**src/rtl/dreq_pkg.sv**
```systemverilog
package dreq_pkg;
  typedef enum logic [2:0] {
    K_NONE, K_BARE, K_DIRECT, K_CH0, K_END, K_CLEAR, K_CHN
  } req_kind_t;

  // Classify one strobe; direct mode (strobe with bus request) comes first.
  function automatic req_kind_t classify(input logic strobe, input logic has_word,
                                         input logic breq, input logic [1:0] id,
                                         input logic [1:0] md, input logic [2:0] sz);
    if (!strobe)                                return K_NONE;
    if (breq)                                   return K_DIRECT;
    if (!has_word)                              return K_BARE;
    if (id != 2'd0)                             return K_CHN;
    if (md == 2'd0 && sz != 3'd5 && sz != 3'd6) return K_CH0;
    if (md != 2'd0 && sz == 3'd7)               return K_END;
    if (sz == 3'd6 && md != 2'd2)               return K_CLEAR;
    return K_NONE;
  endfunction

  // Queue occupancy step: clear first, a push to a full queue is lost.
  function automatic int unsigned occ_next(input int unsigned cnt, input int unsigned depth,
                                           input logic clr, input logic push, input logic pop);
    int unsigned n;
    if (clr) return 0;
    n = cnt;
    if (pop && cnt != 0) n = n - 1;
    if (push && cnt < depth) n = n + 1;
    return n;
  endfunction
endpackage

```
**src/rtl/dreq_queue.sv**
```systemverilog
module dreq_queue #(
  parameter int unsigned DEPTH = 4
) (
  input  logic clk,
  input  logic rst_n,
  input  logic clr,
  input  logic push,
  input  logic ready,
  output logic valid
);
  localparam int unsigned CW = $clog2(DEPTH + 1);
  logic [CW-1:0] cnt;
  logic          pop;

  assign pop   = ready && (cnt != '0);
  assign valid = (cnt != '0);

  always_ff @(posedge clk or negedge rst_n) begin
    if (!rst_n) cnt <= '0;
    else        cnt <= CW'(dreq_pkg::occ_next(int'(cnt), DEPTH, clr, push, pop));
  end
endmodule

```
**src/rtl/dreq_ch0_ctl.sv**
```systemverilog
module dreq_ch0_ctl (
  input  logic clk,
  input  logic rst_n,
  input  logic te_set,
  input  logic sw_te_read,
  input  logic sw_te_clear,
  input  logic sw_de_set,
  input  logic end_cmd,
  input  logic freeze_evt,
  output logic te_flag,
  output logic frozen,
  output logic ch0_de,
  output logic unfreeze
);
  logic rd_seen;

  assign unfreeze = sw_te_clear && rd_seen && !te_set;

  always_ff @(posedge clk or negedge rst_n) begin
    if (!rst_n) begin
      te_flag <= 1'b0;
      rd_seen <= 1'b0;
      frozen  <= 1'b0;
      ch0_de  <= 1'b0;
    end else begin
      if (te_set)        te_flag <= 1'b1;
      else if (unfreeze) te_flag <= 1'b0;

      if (unfreeze)                     rd_seen <= 1'b0;
      else if (sw_te_read && te_flag)   rd_seen <= 1'b1;

      if (unfreeze)        frozen <= 1'b0;
      else if (freeze_evt) frozen <= 1'b1;

      if (end_cmd)        ch0_de <= 1'b0;
      else if (sw_de_set) ch0_de <= 1'b1;
    end
  end
endmodule

```
**src/rtl/dreq_decoder.sv**
```systemverilog
module dreq_decoder #(
  parameter int unsigned NCH   = 3,
  parameter int unsigned DEPTH = 4
) (
  input  logic           clk,
  input  logic           rst_n,
  input  logic           req_strobe,
  input  logic           word_valid,
  input  logic [1:0]     req_id,
  input  logic [1:0]     req_md,
  input  logic [2:0]     req_sz,
  input  logic           breq_in,
  input  logic           ch0_busy,
  input  logic           te_set,
  input  logic           sw_te_read,
  input  logic           sw_te_clear,
  input  logic           sw_de_set,
  output logic           ch0_req,
  output logic           ch0_de,
  output logic           te_flag,
  output logic           frozen,
  output logic           bus_avail,
  output logic [NCH-1:0] q_valid,
  input  logic [NCH-1:0] q_ready
);
  import dreq_pkg::*;
  localparam int unsigned DIRECT_CH = 2;

  req_kind_t      kind;
  logic           accept;
  logic [1:0]     last_ch;
  logic           last_v;
  logic [1:0]     tgt_ch;
  logic           tgt_push;
  logic [NCH-1:0] push_vec;
  logic           clr_q, end_cmd, ch0_hit, freeze_evt, bare_fresh, unfreeze;

  assign kind   = classify(req_strobe, word_valid, breq_in, req_id, req_md, req_sz);
  assign accept = !frozen;

  always_comb begin
    tgt_ch     = 2'd0;
    tgt_push   = 1'b0;
    ch0_hit    = 1'b0;
    freeze_evt = 1'b0;
    unique case (kind)
      K_DIRECT: begin tgt_ch = 2'(DIRECT_CH); tgt_push = 1'b1; end
      K_CHN:    begin tgt_ch = req_id;        tgt_push = 1'b1; end
      K_CH0:    ch0_hit = 1'b1;
      K_BARE: if (last_v) begin
        if (last_ch != 2'd0) begin tgt_ch = last_ch; tgt_push = 1'b1; end
        else if (te_flag)  freeze_evt = accept;
        else               ch0_hit = 1'b1;
      end
      default: ;
    endcase
  end

  assign clr_q      = accept && (kind == K_CLEAR);
  assign end_cmd    = accept && (kind == K_END);
  assign bare_fresh = (kind == K_BARE) && !last_v;

  for (genvar i = 0; i < NCH; i++) begin : g_q
    assign push_vec[i] = accept && tgt_push && (tgt_ch == 2'(i + 1));
    dreq_queue #(.DEPTH(DEPTH)) u_q (
      .clk(clk), .rst_n(rst_n), .clr(clr_q), .push(push_vec[i]),
      .ready(q_ready[i]), .valid(q_valid[i])
    );
  end

  always_ff @(posedge clk or negedge rst_n) begin
    if (!rst_n) begin
      last_ch   <= 2'd0;
      last_v    <= 1'b0;
      ch0_req   <= 1'b0;
      bus_avail <= 1'b0;
    end else begin
      ch0_req   <= accept && ch0_hit && !ch0_busy;
      bus_avail <= breq_in && !req_strobe;
      if (accept && (kind == K_CHN || kind == K_DIRECT || kind == K_CH0)) begin
        last_v  <= 1'b1;
        last_ch <= (kind == K_CH0) ? 2'd0 : tgt_ch;
      end
    end
  end

  dreq_ch0_ctl u_ch0 (
    .clk(clk), .rst_n(rst_n), .te_set(te_set), .sw_te_read(sw_te_read),
    .sw_te_clear(sw_te_clear), .sw_de_set(sw_de_set), .end_cmd(end_cmd),
    .freeze_evt(freeze_evt), .te_flag(te_flag), .frozen(frozen),
    .ch0_de(ch0_de), .unfreeze(unfreeze)
  );
endmodule

```
**config.mk**
```make
export PLATFORM = sky130hd
export DESIGN_NAME = dreq_decoder
export DESIGN_NICKNAME = d
export VERILOG_FILES = /design/src/rtl/dreq_pkg.sv /design/src/rtl/dreq_queue.sv /design/src/rtl/dreq_ch0_ctl.sv /design/src/rtl/dreq_decoder.sv
export SDC_FILE = /design/constraint.sdc
export NUM_CORES = 1
export LEC_CHECK = 0
export BUFFER_PORTS_ARGS = -buffer_cell sky130_fd_sc_hd__clkbuf_2
export CORE_MARGIN = 1.5
export CORE_UTILIZATION = 25
export DETAILED_ROUTE_END_ITERATION = 7
export PLACE_DENSITY = 0.49
export REMOVE_ABC_BUFFERS = 1
export SLEW_MARGIN = 40
export SYNTH_ARGS = -nofsm -noshare
export SYNTH_HDL_FRONTEND = slang
export SYNTH_HIERARCHICAL = 1
export SYNTH_SLANG_ARGS = --single-unit
```
**constraint.sdc**
```tcl
create_clock -name clk -period 2.6 [get_ports clk]
set_input_delay 0.13 -clock clk [delete_from_list [all_inputs] [get_ports clk]]
set_output_delay 0.13 -clock clk [all_outputs]
set_load 0.02 [all_outputs]
```
==> results.toml <==
[sta]
finalHoldViolations = 0
fin_setup_tns_ns = 0
rsz0062_at_grt = "no"
fin_skew_ns = 0.002970
timing.final.crit_share = 0.8674
maxSlewHeadroom = 0.6766
final-max-slew-violation-count = 0
setup_viol = 0
fmax_mhz = 443.4
min_period_ns = 2.255
tightestPinTransition_ns = 0.4851

[logic_synthesis]
ys_ff_latch = 18
synth_area_leaders = "dfrtp_1 (32%), ha_1 (8.0%), nor2_1 (4.8%), inv_1 (3.2%), mux2_2 (3.2%)"
synth_edf_count = 0
yosys_warnings = 6
yosysTopAreaCell = "dfrtp_1"
synth_cells = 162
yosys.area.top_type_share = 0.3209
synth_ff_type = "dfrtp_1"
netlist_area_um2 = 1404
seq_area_frac_synth = 0.3209
async_flop_share = 1.000
synth_cell_type_count = 41
avgSynthCellArea_um2 = 8.666

[routing]
wl_um = 3188
antenna_left = 0
drcViolationCount = 0
wl_per_cell_um = 11.85
drtPass1Iterations = 4
vias_per_cell = 4.743
drtIter0Drc = 41
vias = 1276

[global_route]
grt_pass1_vias = 1262
grtUsageTotal = 0.1125
grt_overflow = 0
grt_pass1_wl_um = 5575
grt_max_degree = 19
antenna_found_initial = 0

[power_and_ir_drop]
peakVddDrop_mv = 0.3111
p_leak_uw = 0.0008091
p_total_uw = 1381
power_density_nw_per_um2 = 800.0

[final_layout]
fillers = 596
antenna_cells = 0
fin_area_um2 = 1727
final_util = 0.3155
drive_above_1_share = 0.2538
nNetsFinal = 227
area_growth_pct = 22.99

[clock_tree]
htree_levels = 1
cts_root_buf = "clkbuf_8"
clk_latency_ns = 0.25
ctsLongestPathBuffers = 2
clkTransAtPathRegs_ns = 0.07
cts_buffers = 3
clock-sinks = 18
cts_resized = 0
cts_tree = "yes"

[die]
num_rows = 27
die_w_um = 77.94
initial_utilization = 0.2565
ios = 28
die_h_um = 77.94
core_um2 = 5473
dieArea_um2 = 6074

[outcome]
status = "finished clean"

[critical_path]
crit_start = "req_id[1]"
crit_buf_inv = 1
cp_data_arrival_time_ns = 2.43
cpPeakStageDelay_ns = 0.46
cp_cell_sequence = "clkbuf_2, or3b_1, o221a_1, a211o_1, or2_1, o221a_1, and2_4, or4_1, a31oi_1"
cp_top_family = "simple AND/OR/NAND/NOR gates"
slowest_stage = "or4_1"
reg2reg_depth = 9
r2r_setup_slack_ns = 0.39
r2r_end = "g_q[2].u_q/cnt[2]"
cp_max_fo = 5
rr_startpoint = "g_q[2].u_q/cnt[0]"
path_depth = 9
cp-start-kind = "input pin"
cp-end-kind = "register"
cpMostUsedCell = "o221a_1"
required_ns = 2.78
path_class = "input pin to register"

[placed_design]
io_buffers = 27
dp_hpwl_um = 2515
place_congestion = 0.8063
place_area_um2 = 1662

[min_path]
hp-start = "ch0_busy"
holdPathEnd = "ch0_req"
hold_path.class = "input pin to register"
hold_depth = 2

[run]
maxCapViolations = 0
-- registers in the layout, summed over array words and instances, names as in the netlist --
register / cells
ch0_req: 1
last_ch: 2
u_ch0/rd_seen: 1
u_ch0/te_flag: 1
u_ch0/frozen: 1
u_ch0/ch0_de: 1
last_v: 1
g_q.u_q/cnt: 9
bus_avail: 1
-- repair_timing --
| item | CTS | global route |
|---|---|---|
| hold buffers | 1 | 0 |
| endpoints found under the hold margin | 18 | 0 |
| setup buffers | 0 | 0 |
-- logic make-up after synthesis --
family,share of synthesized area
AOI/OAI and AO/OA,0.2032
muxes,0.03208
xor gates and xnor gates,0.03119
adders and majority gates,0.08022
buffers and inverters,0.03475
and+or+nand+nor,0.2977
DFF,0.3209
-- layout make-up --
class,count,area (um^2),area share
tap,72,90.09,0.05217
inverter,12,45.04,0.02609
clock buffer,4,55.05,0.03188
multi-input combinational,131,910.9,0.5275
sequential,18,450.4,0.2609
timing repair buffer,32,175.2,0.1014
-- stage by stage --
step | std cells | hold WS, ns | setup WS [ns]
4_1_cts | 269 | 0.05488 | 0.3585
2_1_floorplan | 161 | -0.1656 | -0.1047
5_1_grt | 269 | 0.04205 | 0.2156
3_3_place_gp | 264 | 0.1249 | 0.1156
3_5_place_dp | 264 | 0.1276 | 0.09573
6_report | 269 | 0.05746 | 0.3447
-- synth_stat cells (2+ instances only) --
cell      instances
mux2_2            4
a32oi_1           3
nor2b_1           2
nand2b_1          7
nand2_1          12
or2_1             2
a31oi_1           5
or4_1             3
xnor2_1           5
nor2_1           18
a21oi_1           7
inv_1            12
nand4b_1          3
and3_1            4
nor3_1            2
a21o_2            4
o31ai_1           3
nand3_1           5
and2_4            3
o221a_1           2
or2b_1            3
ha_1              9
o21ai_0           4
dfrtp_1          18
a211o_1           2
o21bai_1          3
nor4_1            3
-- cell usage in the layout (no fill, tap or decap), types with 5 or more instances in the layout --
| cell | n |
|---|---|
| a21oi_1 | 7 |
| a31oi_1 | 5 |
| clkbuf_2 | 27 |
| dfrtp_1 | 18 |
| ha_1 | 9 |
| inv_1 | 12 |
| nand2_1 | 12 |
| nand2b_1 | 7 |
| nand3_1 | 5 |
| nor2_1 | 18 |
| xnor2_1 | 5 |
-- per-layer routing --
layer	global-route usage	routed length, um	part of all wire	vias to the layer above
met5	0	0	0	-
met4	0.02143	17	0.0053	0
met3	0.02588	114	0.036	2
met2	0.2043	1550	0.49	24
met1	0.1351	1506	0.47	595
li1	-	-	-	655
-- worst max path at each step --
stage / end / slack (ns)
after floorplan: g_q[0].u_q/cnt[0] / -0.10
after global routing: g_q[1].u_q/cnt[2] / 0.22
after detailed placement: g_q[0].u_q/cnt[2] / 0.1
final: g_q[0].u_q/cnt[2] / 0.34
after global placement: g_q[0].u_q/cnt[2] / 0.12
after CTS: g_q[0].u_q/cnt[2] / 0.36
-- power breakdown --
group          internal (uW)  total, uW  leakage (uW)  switching (uW)
Sequential               366        442      0.000211            76.3
Combinational            327        712      0.000569             385
Clock                    134        227     0.0000288            92.7
Total                    827       1380      0.000809             554
No activity file was read; power rests on OpenSTA's default activity.
